$ cat src/rtl/flash_lock_pkg.sv
package flash_lock_pkg;

    typedef enum logic [1:0] {
        BLK_OPEN   = 2'b00,
        BLK_LOCKED = 2'b01,
        BLK_PINNED = 2'b11
    } blk_state_e;

    typedef enum logic [1:0] {
        ACT_NONE,
        ACT_LOCK,
        ACT_UNLOCK,
        ACT_PIN
    } lock_act_e;

    localparam logic [7:0] CODE_SETUP  = 8'h60;
    localparam logic [7:0] CODE_LOCK   = 8'h01;
    localparam logic [7:0] CODE_UNLOCK = 8'hD0;
    localparam logic [7:0] CODE_PIN    = 8'h2F;
    localparam logic [7:0] CODE_CFG    = 8'h03;

    typedef struct packed {
        logic armed;
        logic seq_err;
    } cmd_reg_t;

    typedef struct packed {
        logic grant;
        logic deny;
    } gate_reg_t;

endpackage

$ cat src/rtl/lock_cmd_fsm.sv
module lock_cmd_fsm
    import flash_lock_pkg::*;
(
    input  logic       clk,
    input  logic       rst_n,
    input  logic       cmd_wr,
    input  logic [7:0] cmd_code,
    output lock_act_e  act,
    output logic       seq_err
);

    cmd_reg_t cmd_d, cmd_q;

    always_comb begin
        cmd_d         = cmd_q;
        cmd_d.seq_err = 1'b0;
        act           = ACT_NONE;
        if (cmd_wr) begin
            if (cmd_q.armed) begin
                cmd_d.armed = 1'b0;
                case (cmd_code)
                    CODE_LOCK:   act = ACT_LOCK;
                    CODE_UNLOCK: act = ACT_UNLOCK;
                    CODE_PIN:    act = ACT_PIN;
                    CODE_CFG:    act = ACT_NONE;
                    default:     cmd_d.seq_err = 1'b1;
                endcase
            end else if (cmd_code == CODE_SETUP) begin
                cmd_d.armed = 1'b1;
            end
        end
    end

    always_ff @(posedge clk or negedge rst_n) begin
        if (!rst_n) cmd_q <= '0;
        else        cmd_q <= cmd_d;
    end

    assign seq_err = cmd_q.seq_err;

endmodule

$ cat src/rtl/lock_state_array.sv
module lock_state_array
    import flash_lock_pkg::*;
#(
    parameter int BLOCKS = 12,
    parameter int IDX_W  = 4
) (
    input  logic             clk,
    input  logic             rst_n,
    input  lock_act_e        act,
    input  logic [IDX_W-1:0] act_blk,
    input  logic [IDX_W-1:0] rd_a_blk,
    output blk_state_e       rd_a_state,
    input  logic [IDX_W-1:0] rd_b_blk,
    output blk_state_e       rd_b_state
);

    blk_state_e st_q [BLOCKS];

    for (genvar g = 0; g < BLOCKS; g++) begin : g_blk
        blk_state_e st_d;

        always_comb begin
            st_d = st_q[g];
            if (act_blk == IDX_W'(g)) begin
                case (act)
                    ACT_LOCK:   if (st_q[g] != BLK_PINNED) st_d = BLK_LOCKED;
                    ACT_UNLOCK: if (st_q[g] != BLK_PINNED) st_d = BLK_OPEN;
                    ACT_PIN:    st_d = BLK_PINNED;
                    default:    st_d = st_q[g];
                endcase
            end
        end

        always_ff @(posedge clk or negedge rst_n) begin
            if (!rst_n) st_q[g] <= BLK_LOCKED;
            else        st_q[g] <= st_d;
        end
    end

    always_comb begin
        rd_a_state = BLK_LOCKED;
        rd_b_state = BLK_LOCKED;
        for (int i = 0; i < BLOCKS; i++) begin
            if (rd_a_blk == IDX_W'(i)) rd_a_state = st_q[i];
            if (rd_b_blk == IDX_W'(i)) rd_b_state = st_q[i];
        end
    end

endmodule

$ cat src/rtl/lock_op_gate.sv
module lock_op_gate
    import flash_lock_pkg::*;
(
    input  logic       clk,
    input  logic       rst_n,
    input  logic       op_req,
    input  blk_state_e op_state,
    output logic       grant,
    output logic       deny
);

    gate_reg_t gate_d, gate_q;

    always_comb begin
        gate_d       = '0;
        gate_d.grant = op_req && (op_state == BLK_OPEN);
        gate_d.deny  = op_req && (op_state != BLK_OPEN);
    end

    always_ff @(posedge clk or negedge rst_n) begin
        if (!rst_n) gate_q <= '0;
        else        gate_q <= gate_d;
    end

    assign grant = gate_q.grant;
    assign deny  = gate_q.deny;

endmodule

$ cat src/rtl/flash_lock_ctrl.sv
module flash_lock_ctrl
    import flash_lock_pkg::*;
#(
    parameter int  BLOCKS = 12,
    localparam int IDX_W  = (BLOCKS > 1) ? $clog2(BLOCKS) : 1
) (
    input  logic             clk,
    input  logic             rst_n,
    input  logic             cmd_wr,
    input  logic [7:0]       cmd_code,
    input  logic [IDX_W-1:0] cmd_blk,
    input  logic             op_req,
    input  logic [IDX_W-1:0] op_blk,
    input  logic [IDX_W-1:0] query_blk,
    output logic [1:0]       query_state,
    output logic             op_grant,
    output logic             sr_lock_err,
    output logic             sr_seq_err
);

    lock_act_e  act;
    blk_state_e q_state;
    blk_state_e o_state;

    lock_cmd_fsm u_cmd (
        .clk      (clk),
        .rst_n    (rst_n),
        .cmd_wr   (cmd_wr),
        .cmd_code (cmd_code),
        .act      (act),
        .seq_err  (sr_seq_err)
    );

    lock_state_array #(
        .BLOCKS (BLOCKS),
        .IDX_W  (IDX_W)
    ) u_array (
        .clk        (clk),
        .rst_n      (rst_n),
        .act        (act),
        .act_blk    (cmd_blk),
        .rd_a_blk   (query_blk),
        .rd_a_state (q_state),
        .rd_b_blk   (op_blk),
        .rd_b_state (o_state)
    );

    lock_op_gate u_gate (
        .clk      (clk),
        .rst_n    (rst_n),
        .op_req   (op_req),
        .op_state (o_state),
        .grant    (op_grant),
        .deny     (sr_lock_err)
    );

    assign query_state = q_state;

endmodule

$ cat config.mk
export PLATFORM = sky130hd
export DESIGN_NAME = flash_lock_ctrl
export DESIGN_NICKNAME = d
export VERILOG_FILES = /design/src/rtl/flash_lock_pkg.sv /design/src/rtl/lock_cmd_fsm.sv /design/src/rtl/lock_state_array.sv /design/src/rtl/lock_op_gate.sv /design/src/rtl/flash_lock_ctrl.sv
export SDC_FILE = /design/constraint.sdc
export NUM_CORES = 1
export LEC_CHECK = 0
export BUFFER_PORTS_ARGS = -buffer_cell sky130_fd_sc_hd__buf_2
export CAP_MARGIN = 0
export CORE_ASPECT_RATIO = 0.75
export CORE_MARGIN = 5
export CORE_UTILIZATION = 50
export CTS_CLUSTER_SIZE = 16
export DETAILED_ROUTE_END_ITERATION = 12
export PLACE_DENSITY_LB_ADDON = 0.08
export SYNTH_ARGS = -nofsm -noshare
export SYNTH_HDL_FRONTEND = slang
export SYNTH_HIERARCHICAL = 1
export SYNTH_SLANG_ARGS = --single-unit
$ cat constraint.sdc
create_clock -name clk -period 1.68 [get_ports clk]
set_input_delay 0.168 -clock clk [delete_from_list [all_inputs] [get_ports clk]]
set_output_delay 0.168 -clock clk [all_outputs]
set_load 0.1 [all_outputs]
Word level (Yosys, flattened, before mapping)
Index checks and enable logic that the tools add are counted.
{ "classes": {"bitwise": 0, "eq_ne": 77, "div": 0, "mul": 0, "shift": 0, "order_cmp": 0, "n_reduce_logical": 21, "add_sub_neg": 0, "muxes": 68} }
{ "op_table": {"columns": ["operator", "count"], "rows": [
  ["$mux W2", 50],
  ["$pmux W2 S3", 13],
  ["$eq A4 B3 Y1 const B", 12],
  ["$eq A4 B4 Y1 const B", 12],
  ["$ne A2 B1 Y1 const B", 24],
  ["$reduce_and A4 Y1", 12],
  ["$eq A4 B2 Y1 const B", 6],
  ["$ne A2 B2 Y1 const B", 12],
  ["$eq A4 B1 Y1 const B", 3],
  ["$logic_not A4 Y1", 3],
  ["$eq A8 B1 Y1 const B", 1],
  ["$eq A8 B2 Y1 const B", 1],
  ["$eq A8 B6 Y1 const B", 1],
  ["$eq A8 B7 Y1 const B", 1],
  ["$eq A8 B8 Y1 const B", 1],
  ["$mux W1", 5],
  ["$eq A2 B2 Y1 const B", 2],
  ["$reduce_or A4 Y1", 1],
  ["$reduce_bool A3 Y1", 1],
  ["$eq A2 B1 Y1 const B", 1],
  ["$logic_and A1 B1 Y1", 2],
  ["$logic_not A2 Y1", 1],
  ["$reduce_bool A2 Y1", 1]
]} }
{ "word_totals": {"reg_bits": 28, "mem_count": 0, "out_inout_bits": 5, "in_bits": 24, "ramBits": 0, "romBits": 0, "latch_bits": 0} }

Logic depth before layout (Yosys ltp)
Gate-level depths: netlist (run 1).
{ "logic_depth": {"depth_word": 15, "ltp_mapped": 8, "ltp_nobuf": 7} }

By module
Netlist (run 1), hierarchy kept.
{ "by_module_without_submodules": {"columns": ["module", "area_each_um2", "cells_per_inst", "instances"], "rows": [
  ["lock_state_array", 1544.0, 163, 1],
  ["lock_cmd_fsm", 172.7, 20, 1],
  ["lock_op_gate", 70.1, 4, 1]
]} }

Worst setup path after synthesis (run 1)
No wires, ideal clock.
{ "synth_path": {"path_kind": "reg2out", "start": "reg u_array/st_q[20] in the netlist's numbering", "end": "out query_state[0]", "t_required_ns": 1.512, "setup_slack_ns": -1.393, "arrival_time_ns": 2.905, "path_stages_with_launch": 4, "path_cell_list": "dfstp_2 -> mux4_2 -> mux2i_1 -> o21ai_0"} }
{ "synth_between": {"elab_chain_len": 11} }
{ "synth_lines": {"columns": ["element", "line_no", "text"], "rows": [
  ["start: declaration", "lock_state_array.sv:17", "blk_state_e st_q [BLOCKS];"],
  ["start signal: indexed assignment", "lock_state_array.sv:36", "else st_q[g] <= st_d;"],
  ["$mux W2 (11 in series)", "lock_state_array.sv:44", "if (rd_a_blk == IDX_W'(i)) rd_a_state = st_q[i];"],
  ["end: declaration", "flash_lock_ctrl.sv:15", "output logic [1:0] query_state,"]
]} }
Every way passes these cells.

Worst setup path after layout (run 1)
{ "layout_path": {"start": "reg u_array/st_q[0] in the netlist's numbering", "end": "out query_state[0]"} }
{ "layout_between": {"elab_chain_len": 1} }
{ "layout_lines": {"columns": ["element", "line_no"], "rows": [
  ["$mux W2", "lock_state_array.sv:44"]
]} }
Every way passes these cells.

==> flow_summary_export.csv, run 1 <==
group,metric,value,unit
layout,n_antenna_cell,0,
clock_tree,path_clk_slew,0.09,ns
layout,n_fill_cell,265,
sta,rsz0062_at_grt,"true",
worst_setup_path,critPathKind,"reg -> out",
synthesis,yosys_warnings,6,
die,initial_core_util,0.532,
synthesis,yosysUniqueCellTypes,45,
synthesis,seq_area_frac_synth,0.401,
pwr,leakage,0.934,nW
sta,slew_headroom,0.585,
routing,wirelength,4990,um
synthesis,synth_cells,187,
clock_tree,clock_sink_count,28,
worst_setup_path,worstPathArrival,1.64,ns
layout,area.growth.synth_to_final,33.7,%
worst_setup_path,r2r_cells,6,
worst_setup_path,crit_path_start,"u_array/st_q[0]",
placement,port_buffers,28,
die,dieWidth,79.0,um
placement,gp_congestion,0.866,
routing,dr.pass1.iters,4,
placement,pre_cts_slack,-0.356,ns
sta,fmax,553,MHz
global_routing,antenna_found_initial,0,
clock_tree,root_buffer,"clkbuf_8",
layout,seq_area,716,um2
hold_path,hold_path_depth,2,
worst_setup_path,regToRegStartpoint,"u_cmd/cmd_q[1]",
sta,layout_setup_ws,-0.128,ns
layout,nets,260,
global_routing,grt_pass1_wl,8200,um
die,coreArea,0.00336,mm2
die,io_pins,29,
placement,post-dp-hpwl,3680,um
die,rows,18,
global_routing,grt_overflow,0,
synthesis,synth_top_flop_cell,"dfrtp_1",
worst_setup_path,crit_fanout,2,
status,violations,"negative setup slack",
worst_setup_path,r2r_slack,0.04,ns
worst_setup_path,worst_setup_path_start_kind,"flip-flop",
synthesis,synthArstFlopShare,1.00,
clock_tree,clkLatencyLatePin,0.28,ns
sta,slew_violations,0,
layout,postLayoutCoreUtil,0.712,
sta,post-route-period-util,1.08,
routing,ant_nets,0,
sta,worstMarginPinSlew,0.622,ns
synthesis,syn-mean-instance-area,9.55,um2
status,outcome,"complete, but fails checks",
sta,finalSetupViolCount,12,
layout,multi_input_area,0.00116,mm2
pwr,vdd.ir_drop.worst,0.378,mV
routing,wl_per_cell,18.1,um
synthesis,synth_top_area_frac,0.224,
routing,drc,0,
synthesis,ys_ff_latch,28,
hold_path,hold_path.class,"in -> reg",
pwr,p_per_area,609,mW/mm2
sta,whs,0.104,ns
worst_setup_path,rr_endpoint,"u_array/st_q[17]",
worst_setup_path,cp_data_required_time,1.51,ns
synthesis,syn_nets,211,
routing,drtIter0Drc,157,
synthesis,synth_edf_count,0,
die,die_height,61.8,um
clock_tree,numCtsBuffers,3,
sta,fin_skew,0.00369,ns
die,die-area,0.00488,mm2
synthesis,synth_area,0.00179,mm2
layout,drive_gt1_frac,0.447,
worst_setup_path,cp-endpoint,"query_state[0]",
routing,dr_total_vias,1698,
clock_tree,cts_tree,"done",
global_routing,grt_max_degree,29,
global_routing,grt.total_usage,0.221,
clock_tree,htree_levels,1,
synthesis,yosys.area.top_type,"dfrtp_1",
worst_setup_path,cp-end-kind,"primary output",
sta,final_hold_viol_count,0,
global_routing,grt_pass1_vias,1652,
clock_tree,cts.path.max_buffers,2,
flow_run,cap_viol_max_count,0,
routing,vias_per_cell,6.17,
synthesis,synthTopCellsByArea,"dfrtp_1 22%, dfstp_2 18%, o21ai_0 14%, mux4_2 6.3%, nor2b_1 3.2%",
sta,min_period,1.81,ns
sta,fin_setup_tns,-0.673,ns
==> worst min-delay path by stage <==
stage                     startpoint          endpoint  slack [ns]
final                         op_req       u_gate/deny        0.10
after global placement         rst_n    u_cmd/cmd_q[1]        0.20
after detailed placement       rst_n    u_cmd/cmd_q[1]        0.21
after global routing          op_req       u_gate/deny        0.10
after CTS                     cmd_wr    u_cmd/cmd_q[1]        0.09
after floorplan                rst_n  u_array/st_q[11]       -0.13
==> timing repair <==
item,4_1_cts,5_1_grt
gates cloned,0,0
buffers inserted,1,3
endpoints found under the hold margin,16,0
hold buffers,1,0
endpoints found under the setup margin,21,27
gates resized for setup,17,51
pin swaps,1,16
==> power breakdown <==
| group | internal, mW | switching [mW] |
|---|---|---|
| combinational | 0.0865 | 0.154 |
| sequential | 0.680 | 0.00107 |
| clock | 0.319 | 0.214 |
| total | 1.09 | 0.368 |
==> logic make-up (layout without fill, tap and decap cells) <==
logic type,count (synthesis),in the layout,synth area share
compound gates,79,79,0.265
mux,11,11,0.106
flops,28,28,0.401
simple gates,53,53,0.183
buf+inv,16,64,0.0455
==> routing by layer <==
layer  GRT usage  part of all wire  wire, um  vias up
met5           0                 0         0        -
met1       0.305              0.50      2490      825
li1            -                 -         -      813
met3      0.0476             0.053       266        9
met4      0.0711             0.017        87        0
met2       0.357              0.43      2150       51
==> cell usage in the layout, fill, tap and decap left out, drive strengths merged, types with 2 or more instances in the layout <==
master,Yosys,layout
dfstp,12,12
nor2b,9,9
nand4,4,4
mux4,6,6
nand3,6,6
o22ai,4,4
nand4b,2,2
and2,8,8
a2111oi,4,4
dfrtp,16,16
mux2i,5,5
o21a,2,2
nor2,4,4
nand3b,3,3
nand2b,3,3
a31oi,2,2
a21oi,4,4
a211oi,3,3
clkbuf,5,3
o21ba,3,3
inv,7,7
o21ai,51,51
buf,4,52
nand2,6,6
==> state kept, by name, summed over array words and instances (netlist names) <==
signal / count
u_array/st_q: 24
u_gate/grant: 1
u_gate/deny: 1
u_cmd/seq_err: 1
u_cmd/cmd_q: 1
==> cell usage after synthesis, drive strengths merged (2+ instances only) <==
library cell / count
nand3: 6
and2: 8
o21ai: 51
nand3b: 3
o22ai: 4
buf: 4
a21oi: 4
nand2b: 3
dfrtp: 16
mux4: 6
a2111oi: 4
mux2i: 5
o21ba: 3
clkbuf: 5
nand4b: 2
inv: 7
nand4: 4
nand2: 6
a211oi: 3
nor2b: 9
o21a: 2
dfstp: 12
nor2: 4
a31oi: 2
==> worst max-delay path: stages, from the launching register on <==
cell     delay, ns
dfstp_2       0.38
mux4_2        0.48
o21ai_1       0.14
buf_4         0.14
o21ai_4       0.05
buf_12        0.16
==> stage by stage <==
stage | power, mW | instances | instance area, um2
floorplan | 0.821 | 187 | 1820
global placement | 0.895 | 266 | 2100
CTS | 1.45 | 272 | 2260
detailed placement | 0.901 | 266 | 2100
finish | 1.45 | 275 | 2390
global route | 1.50 | 275 | 2390
==> final cells by class <==
class / instances / area share
Multi-Input combinational cell: 143 / 0.485
Sequential cell: 28 / 0.300
Timing Repair Buffer: 53 / 0.153
Tap cell: 40 / 0.0210
Clock buffer: 3 / 0.0173
Clock inverter: 1 / 0.0126
Inverter: 7 / 0.0110
Power figures use the tool's default switching activity.
==> inputs of run 2 (changes only) <==
--- a/config.mk
+++ b/config.mk
@@ -5,6 +5,7 @@
 export SDC_FILE = /design/constraint.sdc
 export NUM_CORES = 1
 export LEC_CHECK = 0
+export ABC_AREA = 1
 export BUFFER_PORTS_ARGS = -buffer_cell sky130_fd_sc_hd__buf_2
 export CAP_MARGIN = 0
 export CORE_ASPECT_RATIO = 0.75
@@ -13,6 +14,7 @@
 export CTS_CLUSTER_SIZE = 16
 export DETAILED_ROUTE_END_ITERATION = 12
 export PLACE_DENSITY_LB_ADDON = 0.08
+export REMOVE_ABC_BUFFERS = 1
 export SYNTH_ARGS = -nofsm -noshare
 export SYNTH_HDL_FRONTEND = slang
 export SYNTH_HIERARCHICAL = 1
==> run 2 against run 1 <==
Net effect: the run still ends with negative setup slack left; cell area is 5.0% higher; worst setup slack worse by 0.087 ns; routed wire length is 3.0% higher; clock skew is 0.0011 ns lower; utilization is 4.4 points lower; synthesized area is 11% higher; non-clock buffer count is 4 lower; sequential share of layout area is 1.4 points lower; clock-buffer cell count stayed put.
==> flow_summary_export.csv, run 2 <==
group,metric,value,unit
layout,area.growth.synth_to_final,26.0,%
clock_tree,clkLatencyLatePin,0.27,ns
layout,drive_gt1_frac,0.225,
die,coreArea,0.00376,mm2
sta,worstMarginPinSlew,0.609,ns
sta,min_period,1.89,ns
synthesis,synthArstFlopShare,1.00,
global_routing,antenna_found_initial,0,
sta,rsz0062_at_grt,"true",
routing,dr_total_vias,2080,
synthesis,synth_area,0.00199,mm2
clock_tree,cts.path.max_buffers,2,
layout,n_antenna_cell,0,
clock_tree,numCtsBuffers,3,
worst_setup_path,crit_fanout,2,
layout,top_register,"u_array/st_q",
routing,drc,0,
global_routing,grt.total_usage,0.204,
sta,fin_skew,0.00260,ns
synthesis,synth_top_flop_cell,"dfrtp_1",
synthesis,yosysMostFrequentCell,"nand2_1",
synthesis,synth_top_area_frac,0.201,
clock_tree,root_buffer,"clkbuf_8",
pwr,vdd.ir_drop.worst,0.516,mV
clock_tree,clock_sink_count,28,
worst_setup_path,rr_endpoint,"u_gate/grant",
die,rows,19,
pwr,p_int,1.09,mW
status,violations,"negative setup slack",
synthesis,ys_ff_latch,28,
pwr,power.switching,416,uW
global_routing,grt_pass1_vias,1909,
worst_setup_path,worst_setup_path_start_kind,"flip-flop",
synthesis,yosys_warnings,6,
synthesis,synthTopCellsByArea,"dfrtp_1 20%, nand2_1 17%, dfstp_2 16%, inv_1 10%, nor2_1 9.4%",
layout,postLayoutCoreUtil,0.668,
worst_setup_path,critPathKind,"reg -> out",
pwr,seq_power_share,0.453,
global_routing,grt_overflow,0,
sta,finalSetupViolCount,2,
worst_setup_path,regToRegStartpoint,"u_array/st_q[22]",
routing,vias_per_cell,4.99,
layout,final_common_cell,"nand2_1",
sta,slew_headroom,0.594,
pwr,p_total,1.50,mW
die,initial_core_util,0.530,
synthesis,seq_area_frac_synth,0.360,
routing,wirelength,5140,um
sta,layout_setup_ws,-0.214,ns
routing,ant_nets,0,
pwr,pwr-share-comb,0.195,
placement,post-dp-hpwl,4050,um
worst_setup_path,r2r_slack,0.10,ns
worst_setup_path,r2r_cells,14,
sta,post-route-period-util,1.13,
worst_setup_path,cp-end-kind,"primary output",
die,io_pins,29,
placement,gp_congestion,0.933,
layout,largest_reg_flops,24,
synthesis,yosys.area.top_type,"dfrtp_1",
global_routing,grt_pass1_wl,8850,um
die,die_height,64.6,um
synthesis,yosysUniqueCellTypes,26,
pwr,leakage,1.17,nW
pwr,p_per_area,600,mW/mm2
synthesis,synth_edf_count,0,
routing,drtIter0Drc,178,
layout,final_cell_mix,"91 x nand2_1, 52 x inv_1, 49 x nor2_1",
sta,whs,0.125,ns
clock_tree,htree_levels,1,
sta,fmax,528,MHz
die,dieWidth,82.9,um
hold_path,hold_path.class,"in -> reg",
routing,wl_per_cell,12.3,um
synthesis,synth_cells,315,
placement,port_buffers,28,
clock_tree,cts_tree,"done",
sta,slew_violations,0,
worst_setup_path,crit_path_start,"u_array/st_q[22]",
global_routing,grt_max_degree,29,
status,outcome,"complete, but fails checks",
clock_tree,path_clk_slew,0.09,ns
sta,final_hold_viol_count,0,
pwr,p_sw_frac,0.276,
synthesis,synth_commonest_cells,"91 x nand2_1, 54 x inv_1, 50 x nor2_1, 26 x o21ai_0, 23 x nand3_1",
die,die-area,0.00536,mm2
worst_setup_path,cp-endpoint,"query_state[0]",
worst_setup_path,worstPathArrival,1.73,ns
pwr,clkPwrFrac,0.352,
layout,nets,390,
worst_setup_path,cp_data_required_time,1.51,ns
routing,dr.pass1.iters,4,
synthesis,syn-mean-instance-area,6.32,um2
flow_run,cap_viol_max_count,0,
run 2: worst min path at each step:
stage / startpoint / endpoint / slack (ns) / cells after the start
5_1_grt: op_req / u_gate/grant / 0.13 / 3
3_3_place_gp: rst_n / u_array/st_q[21] / 0.21 / 1
2_1_floorplan: rst_n / u_array/st_q[11] / -0.13 / 0
3_5_place_dp: rst_n / u_array/st_q[19] / 0.21 / 1
4_1_cts: op_req / u_gate/grant / 0.11 / 3
6_report: op_req / u_gate/grant / 0.13 / 3
run 2: worst max-delay path, cell delays in order (launching register included):
cell and delay, ns:
dfstp_2 0.55, inv_2 0.04, nand3_1 0.07, nand2_1 0.06
nor3_2 0.13, nand4_1 0.09, nand2_1 0.08, nand4_1 0.09
nor2_2 0.14, buf_12 0.19
run 2: power groups by stage:
stage	Sequential (mW)	Combinational [mW]	Clock (mW)
3_5_place_dp	0.693	0.283	0
4_1_cts	0.681	0.289	0.551
3_3_place_gp	0.693	0.282	0
5_1_grt	0.682	0.327	0.574
6_report	0.681	0.293	0.530
2_1_floorplan	0.731	0.135	0
run 2: logic make-up (layout without fill, tap and decap cells):
| family | after synthesis | count (layout) | share of synthesized area |
|---|---|---|---|
| XOR/XNOR | 1 | 1 | 0.00440 |
| AND/OR/NAND/NOR | 182 | 182 | 0.379 |
| buffers and inverters | 57 | 107 | 0.108 |
| AO/OA/AOI/OAI | 47 | 47 | 0.149 |
| flip-flops | 28 | 28 | 0.360 |
run 2: cell type report:
cell class / count / area (um2)
clock inverters: 1 / 30.0
flip-flops and latches: 28 / 716
repair buffers: 49 / 334
inverters: 54 / 203
well taps: 52 / 65.1
clock buffers: 3 / 41.3
fillers: 345 / 1250
multi-input cells: 230 / 1120
run 2: timing repair:
item	CTS	global route
cloned	0	0
pin swaps	0	3
endpoints found under the setup margin	4	24
buffers inserted	2	1
hold buffers	1	0
resized for setup	6	10
hold endpoints to repair	16	0
run 2: stage by stage:
step                      instances  setup slack [ns]  TNS, ns  area [um2]
after global routing            417            -0.417   -0.759        2510
after floorplan                 312            -0.754    -1.44        1980
after detailed placement        409            -0.209    -1.09        2340
after CTS                       416            -0.223   -0.238        2450
final                           417            -0.214   -0.230        2510
after global placement          409            -0.192   -0.464        2340
run 2: metal layers:
metal	global-route usage	share of wire	vias up
li1	-	-	1099
met1	0.311	0.52	916
met2	0.300	0.40	61
met5	0	0	-
met3	0.0380	0.076	4
met4	0.0429	0.0054	0
==> inputs of run 3 (changes only) <==
--- a/config.mk
+++ b/config.mk
@@ -13,6 +13,7 @@
 export CORE_UTILIZATION = 50
 export CTS_CLUSTER_SIZE = 16
 export DETAILED_ROUTE_END_ITERATION = 12
+export MAX_ROUTING_LAYER = met4
 export PLACE_DENSITY_LB_ADDON = 0.08
 export REMOVE_ABC_BUFFERS = 1
 export SYNTH_ARGS = -nofsm -noshare
==> run 3 against run 2 <==
Net effect: the run still ends with negative setup slack left; power is essentially flat; via count rose by 0.48%; clock skew hardly changed; clock power about the same; clock-buffer cell count unchanged; critical endpoint unchanged.
==> flow_summary_export.csv, run 3 (same netlist as run 2, synthesis figures left out) <==
group,metric,value,unit
pwr,seq_power_share,0.453,
pwr,vdd.ir_drop.worst,0.516,mV
sta,worstMarginPinSlew,0.618,ns
pwr,pwr-share-comb,0.195,
routing,wl_per_cell,12.4,um
clock_tree,htree_levels,1,
routing,dr.pass1.iters,4,
worst_setup_path,crit_chain,"inv_2 > nand3_1 > nand2_1 > nor3_2 > nand4_1 > nand2_1 > nand4_1 > nor2_2 > buf_12",
layout,seq_area,716,um2
die,die_height,64.6,um
placement,port_buffers,28,
clock_tree,clkLatencyLatePin,0.28,ns
sta,final_hold_viol_count,0,
clock_tree,clock_sink_count,28,
sta,slew_headroom,0.588,
worst_setup_path,cp_data_required_time,1.51,ns
sta,fin_skew,0.00263,ns
pwr,p_sw_frac,0.277,
sta,slew_violations,0,
global_routing,grt_overflow,0,
layout,n_fill_cell,345,
routing,wirelength,5160,um
clock_tree,path_clk_slew,0.09,ns
worst_setup_path,worstPathArrival,1.71,ns
layout,final_cell_mix,"91 x nand2_1, 52 x inv_1, 49 x nor2_1",
layout,largest_reg_flops,24,
clock_tree,cts.path.max_buffers,2,
layout,multi_input_area,0.00112,mm2
sta,layout_setup_ws,-0.202,ns
worst_setup_path,cp-end-kind,"primary output",
routing,ant_nets,0,
flow_run,cap_viol_max_count,0,
routing,dr_total_vias,2090,
clock_tree,cts_tree,"done",
routing,drtIter0Drc,194,
placement,placed_area,0.00234,mm2
clock_tree,numCtsBuffers,3,
placement,post-dp-hpwl,4050,um
routing,vias_per_cell,5.01,
layout,top_register,"u_array/st_q",
die,initial_core_util,0.530,
hold_path,hold_path_depth,3,
global_routing,grt_max_degree,29,
global_routing,antenna_found_initial,0,
worst_setup_path,regToRegStartpoint,"u_array/st_q[20]",
die,die-area,0.00536,mm2
layout,final_common_cell,"nand2_1",
pwr,leakage,1.17,nW
global_routing,grt.total_usage,0.210,
layout,fin_area,0.00251,mm2
die,dieWidth,82.9,um
worst_setup_path,crit_fanout,2,
hold_path,hold_end,"u_gate/grant",
layout,drive_gt1_frac,0.225,
worst_setup_path,crit_slowest_cell,"dfstp_2",
status,violations,"negative setup slack",
placement,gp_congestion,0.950,
pwr,p_per_area,600,mW/mm2
pwr,p_total,1.50,mW
worst_setup_path,critPathKind,"reg -> out",
global_routing,grt_pass1_wl,8840,um
sta,rsz0062_at_grt,"true",
layout,nets,390,
clock_tree,root_buffer,"clkbuf_8",
pwr,clkPwrFrac,0.353,
worst_setup_path,worst_setup_path_start_kind,"flip-flop",
sta,fmax,531,MHz
die,io_pins,29,
routing,drc,0,
sta,finalSetupViolCount,2,
worst_setup_path,rr_endpoint,"u_gate/grant",
global_routing,grt_pass1_vias,1908,
pwr,power.switching,416,uW
hold_path,hold_path.class,"in -> reg",
worst_setup_path,slowest_delay,0.55,ns
pwr,p_int,1.09,mW
worst_setup_path,r2r_slack,0.10,ns
layout,n_antenna_cell,0,
die,coreArea,0.00376,mm2
die,rows,19,
worst_setup_path,r2r_cells,14,
status,outcome,"complete, but fails checks",
hold_path,hp-start,"op_req",
sta,min_period,1.88,ns
sta,post-route-period-util,1.12,
sta,fin_setup_tns,-0.209,ns
layout,postLayoutCoreUtil,0.668,
layout,area.growth.synth_to_final,26.0,%
-- run 3: through the flow --
step,worst slack (ns),hold WS (ns),cells
floorplan,-0.754,-0.128,312
CTS,-0.223,0.111,416
global route,-0.417,0.128,417
finish,-0.202,0.125,417
detailed placement,-0.209,0.212,409
global placement,-0.192,0.215,409
-- run 3: per-layer routing --
metal | vias up | global-route usage | wire length, um
li1 | 1096 | - | -
met1 | 919 | 0.310 | 2670
met2 | 69 | 0.300 | 2050
met3 | 6 | 0.0380 | 402
met4 | 0 | 0.0429 | 31
met5 | - | - | 0
-- run 3: how the worst max path moves through the flow --
stage                      from               to  cells after the start
3_5_place_dp        cmd_code[2]  u_array/st_q[5]                     13
3_3_place_gp        cmd_code[2]  u_array/st_q[5]                     13
6_report       u_array/st_q[22]   query_state[0]                      9
5_1_grt        u_array/st_q[20]   query_state[0]                      9
4_1_cts        u_array/st_q[20]   query_state[0]                      9
2_1_floorplan  u_array/st_q[22]   query_state[0]                      8
-- run 3: power groups by stage --
stage / clock, mW / sequential (mW) / combinational [mW]
6_report: 0.531 / 0.681 / 0.293
5_1_grt: 0.574 / 0.682 / 0.327
4_1_cts: 0.551 / 0.681 / 0.289
3_5_place_dp: 0 / 0.693 / 0.283
3_3_place_gp: 0 / 0.693 / 0.282
2_1_floorplan: 0 / 0.731 / 0.135
-- run 3: critical path: cells and delay by family (launching register included) --
family	cells	cell delay, ns
buffers and inverters	2	0.23
DFF	1	0.55
and+or+nand+nor	7	0.65
-- run 3: repair_timing --
action / 4_1_cts / 5_1_grt
pin swaps: 0 / 3
gates resized for setup: 6 / 10
setup buffers: 2 / 1
hold buffers: 1 / 0
endpoints found under the hold margin: 16 / 0
endpoints found under the setup margin: 4 / 24
-- run 3: cell type report --
type                    count  area share
inverters                  54      0.0808
clock buffers               3      0.0165
multi-input cells         230       0.446
clock inverters             1      0.0120
repair buffers             49       0.133
well taps                  52      0.0259
flip-flops and latches     28       0.285
